## config.mk

```make
export PLATFORM = sky130hd
export DESIGN_NAME = npc_select
export DESIGN_NICKNAME = d
export VERILOG_FILES = /design/src/rtl/npc_pkg.sv /design/src/rtl/npc_target.sv /design/src/rtl/npc_tracker.sv /design/src/rtl/npc_select.sv
export SDC_FILE = /design/constraint.sdc
export NUM_CORES = 1
export LEC_CHECK = 0
export BUFFER_PORTS_ARGS = -buffer_cell sky130_fd_sc_hd__buf_4
export CELL_PAD_IN_SITES_DETAIL_PLACEMENT = 0
export CELL_PAD_IN_SITES_GLOBAL_PLACEMENT = 1
export CORE_ASPECT_RATIO = 0.75
export CORE_MARGIN = 4
export CORE_UTILIZATION = 44
export CTS_CLUSTER_SIZE = 16
export DETAILED_ROUTE_END_ITERATION = 8
export PLACE_DENSITY_LB_ADDON = 0.1
export SLEW_MARGIN = 20
export SYNTH_ARGS = -nofsm -noshare
export SYNTH_HDL_FRONTEND = slang
export SYNTH_SLANG_ARGS = --single-unit
export TNS_END_PERCENT = 30
```

## constraint.sdc

```tcl
create_clock -name clk -period 4.19 [get_ports clk]
set_input_delay 0 -clock clk [delete_from_list [all_inputs] [get_ports clk]]
set_output_delay 0 -clock clk [all_outputs]
set_load 0.05 [all_outputs]
```

## src/rtl/npc_pkg.sv

```systemverilog
package npc_pkg;
  typedef enum logic [2:0] {
    K_NONE     = 3'd0,
    K_JMP_ABS  = 3'd1,
    K_JMP_REL  = 3'd2,
    K_CALL_ABS = 3'd3,
    K_CALL_REL = 3'd4,
    K_CJMP     = 3'd5
  } xfer_kind_e;
endpackage

```

## src/rtl/npc_target.sv

```systemverilog
module npc_target
  import npc_pkg::*;
#(
  parameter int PC_W       = 32,
  parameter int OFF_W      = 13,
  parameter int INSN_BYTES = 4
) (
  input  logic [2:0]      kind,
  input  logic [PC_W-1:0] pc_i,
  input  logic [PC_W-1:0] abs_tgt,
  input  logic [OFF_W-1:0] off,
  output logic [PC_W-1:0] tgt,
  output logic [PC_W-1:0] fall
);
  localparam logic [PC_W-1:0] STEP = PC_W'(INSN_BYTES);
  localparam int EXT_W = PC_W - OFF_W;

  logic [PC_W-1:0] off_ext;
  logic            use_abs;

  always_comb begin
    // offsets are even: bit 0 is dropped
    off_ext = {{EXT_W{off[OFF_W-1]}}, off[OFF_W-1:1], 1'b0};
    use_abs = (xfer_kind_e'(kind) == K_JMP_ABS) || (xfer_kind_e'(kind) == K_CALL_ABS);
    tgt     = use_abs ? abs_tgt : (pc_i + off_ext);
    fall    = pc_i + STEP;
  end
endmodule

```

## src/rtl/npc_tracker.sv

```systemverilog
module npc_tracker #(
  parameter int PC_W = 32
) (
  input  logic            clk,
  input  logic            rst,
  input  logic            cap,
  input  logic            cap_hint,
  input  logic            cap_on_false,
  input  logic [PC_W-1:0] cap_tgt,
  input  logic [PC_W-1:0] cap_fall,
  input  logic            res_valid,
  input  logic            cc_flag,
  output logic            mispredict,
  output logic [PC_W-1:0] fix_addr
);
  logic            pend_v;
  logic            pend_hint;
  logic            pend_on_false;
  logic [PC_W-1:0] pend_tgt;
  logic [PC_W-1:0] pend_fall;
  logic            taken;
  logic            resolve;

  always_comb begin
    resolve    = res_valid && pend_v;
    taken      = cc_flag ^ pend_on_false;
    mispredict = resolve && (taken != pend_hint);
    fix_addr   = taken ? pend_tgt : pend_fall;
  end

  always_ff @(posedge clk) begin
    if (rst) begin
      pend_v        <= 1'b0;
      pend_hint     <= 1'b0;
      pend_on_false <= 1'b0;
      pend_tgt      <= '0;
      pend_fall     <= '0;
    end else begin
      if (resolve) pend_v <= 1'b0;
      // a younger capture is squashed by a mispredict
      if (cap && !mispredict) begin
        pend_v        <= 1'b1;
        pend_hint     <= cap_hint;
        pend_on_false <= cap_on_false;
        pend_tgt      <= cap_tgt;
        pend_fall     <= cap_fall;
      end
    end
  end
endmodule

```

## src/rtl/npc_select.sv

```systemverilog
module npc_select
  import npc_pkg::*;
#(
  parameter int              PC_W       = 32,
  parameter int              OFF_W      = 13,
  parameter int              INSN_BYTES = 4,
  parameter logic [31:0]     RESET_VEC  = 32'h0000_1000
) (
  input  logic              clk,
  input  logic              rst,
  input  logic              dec_valid,
  input  logic [2:0]        dec_kind,
  input  logic [PC_W-1:0]   dec_pc,
  input  logic [PC_W-1:0]   dec_abs_tgt,
  input  logic [OFF_W-1:0]  dec_off,
  input  logic              dec_hint,
  input  logic              dec_on_false,
  input  logic              res_valid,
  input  logic              cc_flag,
  output logic [PC_W-1:0]   pc_q,
  output logic [PC_W-1:0]   ret_q,
  output logic              flush_q,
  output logic              redir_q,
  output logic [PC_W-1:0]   redir_addr_q
);
  localparam logic [PC_W-1:0] STEP  = PC_W'(INSN_BYTES);
  localparam logic [PC_W-1:0] RVEC  = PC_W'(RESET_VEC);

  logic [PC_W-1:0] tgt, fall, fix_addr;
  logic            mispredict;
  logic            is_call, is_uncond, is_cond, dec_xfer, cap;

  always_comb begin
    is_call   = (xfer_kind_e'(dec_kind) == K_CALL_ABS) || (xfer_kind_e'(dec_kind) == K_CALL_REL);
    is_uncond = is_call || (xfer_kind_e'(dec_kind) == K_JMP_ABS) ||
                (xfer_kind_e'(dec_kind) == K_JMP_REL);
    is_cond   = (xfer_kind_e'(dec_kind) == K_CJMP);
    dec_xfer  = dec_valid && (is_uncond || (is_cond && dec_hint));
    cap       = dec_valid && is_cond;
  end

  npc_target #(.PC_W(PC_W), .OFF_W(OFF_W), .INSN_BYTES(INSN_BYTES)) u_target (
    .kind    (dec_kind),
    .pc_i    (dec_pc),
    .abs_tgt (dec_abs_tgt),
    .off     (dec_off),
    .tgt     (tgt),
    .fall    (fall)
  );

  npc_tracker #(.PC_W(PC_W)) u_tracker (
    .clk          (clk),
    .rst          (rst),
    .cap          (cap),
    .cap_hint     (dec_hint),
    .cap_on_false (dec_on_false),
    .cap_tgt      (tgt),
    .cap_fall     (fall),
    .res_valid    (res_valid),
    .cc_flag      (cc_flag),
    .mispredict   (mispredict),
    .fix_addr     (fix_addr)
  );

  always_ff @(posedge clk) begin
    if (rst) begin
      pc_q         <= RVEC;
      ret_q        <= '0;
      flush_q      <= 1'b0;
      redir_q      <= 1'b0;
      redir_addr_q <= '0;
    end else if (mispredict) begin
      pc_q         <= fix_addr;
      flush_q      <= 1'b1;
      redir_q      <= 1'b1;
      redir_addr_q <= fix_addr;
    end else if (dec_xfer) begin
      pc_q         <= tgt;
      flush_q      <= 1'b0;
      redir_q      <= 1'b1;
      redir_addr_q <= tgt;
      if (is_call) ret_q <= fall;
    end else begin
      pc_q    <= pc_q + STEP;
      flush_q <= 1'b0;
      redir_q <= 1'b0;
    end
  end


  flush_has_redir_chk: assert property (@(posedge clk) disable iff (rst)
    flush_q |-> redir_q);


  flush_after_res_chk: assert property (@(posedge clk) disable iff (rst)
    flush_q |-> $past(res_valid));


  ret_only_on_call_chk: assert property (@(posedge clk) disable iff (rst)
    !$past(dec_valid && is_call) |-> $stable(ret_q));


  seq_step_chk: assert property (@(posedge clk) disable iff (rst)
    (!redir_q && !$past(rst)) |-> (pc_q == $past(pc_q) + STEP));
endmodule

```

==> out/results.ini <==
[floorplanning]
die_w_um=173.4
die_area_mm2=0.02289
ios=185
rows=45
die_y_um=132.0
core_mm2=0.02021
start_util_pct=44.65

[detailed_routing]
via_per_inst=5.519
wire_per_inst_um=18.47
drc=0
ant_nets=0
drt-total-wl_mm=29.39
drtIter0Drc=621
num_vias=8780
drt_pass1_iterations=5

[critical_path]
cp-endpoint=redir_addr_q[29]$_SDFFE_PP0P_
cp.required_ps=4510
cp.arrival_ps=3390
r2r_cells=7
r2r-start=u_tracker.pend_on_false$_SDFFE_PP0P_
worstPathMaxFanout=3
critPathCaptureType=flip-flop
critical_path.startpoint=dec_pc[1]
r2r_slack_ps=1230
r2r-end=redir_addr_q[18]$_SDFFE_PP0P_
critPathLaunchType=input port
crit_type=in -> reg

[place]
gp_congestion=0.8954
portBuffers=183
hpwl_mm=21.42

[power_and_ir_drop]
ir_drop_mv=0.2572
power.density_mw_per_mm2=386.1
p_total_mw=4.476
p_leak_nw=4.716

[finish]
fillerInstances=1939
area_delta_synth_final_pct=28.45
fin_nets=1440
diodes=0
layout_common_cells=buf_4 (193), dfxtp_1 (165), nand2_1 (163), nor2_1 (134), a21oi_1 (108)
drive_gt1_share_pct=18.30
mostFrequentLayoutCell=buf_4

[yosys]
synth_edf_count=0
synth-main-ff-cell=dfxtp_1
synthArstFlopShare_pct=0
synth-seq-area-share_pct=36.60
ys_types=62
synth.cell_area_mm2=0.009025
syn_inst=1138
avgSynthCellArea_um2=7.930
synthesis.nets=1258
ys_warn_count=0
synth_seq_cells=165

[timing]
fin_tns_setup_ps=0
skew_ps=11.46
period_share_pct=73.25
slew_headroom_pct=34.88
grt_setup_unrepaired=false
fmax_mhz=325.8
slew_violations=0
worst-slew-pin-transition_ps=976.0
hold_violations=0
setup_viol=0
period_needed_ps=3069

[cts]
cts_made_buffers=17
clock_sinks=165
cts.repair.resized=0
clockRootBuffer=clkbuf_16
cts.clk_slew.worst_paths_ps=70
cts_buffer_depth=2
htree_num_levels=4
worstSkewPairLatency_ps=440
cts_tree=done

[grt]
grt_max_degree=109
antenna_found_initial=0
grt_pass1_vias=7995
grt_first_pass_wirelength_mm=45.94
groute.usage.overall_pct=25.01
overflow=0

[flow_run]
maxCapViolations=0

[status]
status=finished clean

[hold_path]
holdCritPathClass=in -> reg

==> layout make-up <==
cell class / instances / area (µm²) / share of cell area (%)
Tap cell: 258 / 322.8 / 2.785
Sequential cell: 165 / 3303 / 28.49
Timing Repair Buffer: 238 / 1909 / 16.47
Multi-Input combinational cell: 884 / 5398 / 46.56
Clock buffer: 18 / 439.2 / 3.788
Inverter: 14 / 52.55 / 0.4533
Clock inverter: 14 / 167.7 / 1.446
==> power by group <==
part / internal, mW / switching (mW)
Combinational: 0.406 / 0.738
Sequential: 1.66 / 0.0732
Clock: 0.818 / 0.776
Total: 2.89 / 1.59
==> critical path, stage by stage <==
cell and delay, ps:
dlygate4sd3_1 530, buf_4 120, ha_1 270, inv_1 90, fa_1 410, nand2b_1 190
a21oi_1 290, o211ai_1 240, nand3_1 200, a31oi_1 210, o41ai_2 280, xnor2_1 190
a221o_1 350
==> Yosys cell counts, types with 10 or more instances <==
cell / count / share of area [%]
nand2_1: 163 / 6.8
nor3_1: 15 / 0.83
nor2_1: 135 / 5.6
inv_1: 14 / 0.58
xor2_1: 43 / 4.2
dfxtp_1: 165 / 37
o21ai_0: 42 / 2.3
nand4_1: 17 / 1.2
nor2b_1: 10 / 0.69
ha_1: 32 / 4.4
a211oi_1: 71 / 5.9
clkbuf_1: 57 / 2.4
xnor2_1: 39 / 3.8
and3_1: 17 / 1.2
mux2i_1: 30 / 3.3
buf_2: 13 / 0.72
a21oi_1: 108 / 6.0
nand3_1: 36 / 2.0
==> routing by layer <==
| metal | global-route usage, % | vias up | part of all wire, % | routed length (µm) |
|---|---|---|---|---|
| met5 | 0 | - | 0 | 0 |
| met4 | 4.608 | 0 | 0.87 | 255 |
| met1 | 36.67 | 4101 | 49 | 14270 |
| met3 | 4.415 | 17 | 5.7 | 1668 |
| li1 | - | 4411 | - | - |
| met2 | 39.00 | 251 | 45 | 13200 |
==> through the flow <==
| step | setup slack, ps | instances | instance area, µm² | util, % | hold WS, ps |
|---|---|---|---|---|---|
| 2_1_floorplan | 1847 | 1138 | 9025 | - | 95.63 |
| 3_3_place_gp | 1279 | 1515 | 10550 | 52.17 | 257.1 |
| 3_5_place_dp | 1247 | 1515 | 10550 | 52.17 | 260.3 |
| 4_1_cts | 1211 | 1591 | 11590 | 57.35 | 5.663 |
| 5_1_grt | 987.2 | 1591 | 11590 | 57.35 | 17.72 |
| 6_report | 1121 | 1591 | 11590 | 57.35 | 9.054 |
==> registers in the layout (all words and copies together) (netlist names), 32 cells and up <==
signal and cells:
pc_q 32, redir_addr_q 32, ret_q 32, u_tracker.pend_fall 32, u_tracker.pend_tgt 32
==> cells by family after synthesis <==
logic type                 synth area share, %
adders and majority gates                4.658
buffers and inverters                    3.882
DFF                                      36.60
AOI/OAI and AO/OA                        21.21
and+or+nand+nor                          22.06
muxes                                    3.327
xor gates and xnor gates                 8.263
==> timing repair <==
action,in CTS,in global routing
setup buffers,0,0
endpoints found under the hold margin,75,0
hold buffers,44,0
==> worst min path at each step <==
stage / start / end / cells past startpoint
final: dec_pc[7] / ret_q[7]$_SDFFE_PP0P_ / 3
after global placement: dec_on_false / u_tracker.pend_on_false$_SDFFE_PP0P_ / 3
after detailed placement: dec_on_false / u_tracker.pend_on_false$_SDFFE_PP0P_ / 3
after floorplan: dec_pc[2] / u_tracker.pend_fall[2]$_SDFFE_PP0P_ / 1
after CTS: dec_abs_tgt[0] / redir_addr_q[0]$_SDFFE_PP0P_ / 5
after global routing: dec_abs_tgt[28] / redir_addr_q[28]$_SDFFE_PP0P_ / 4
Note: power is estimated with default switching activity, not from simulation.
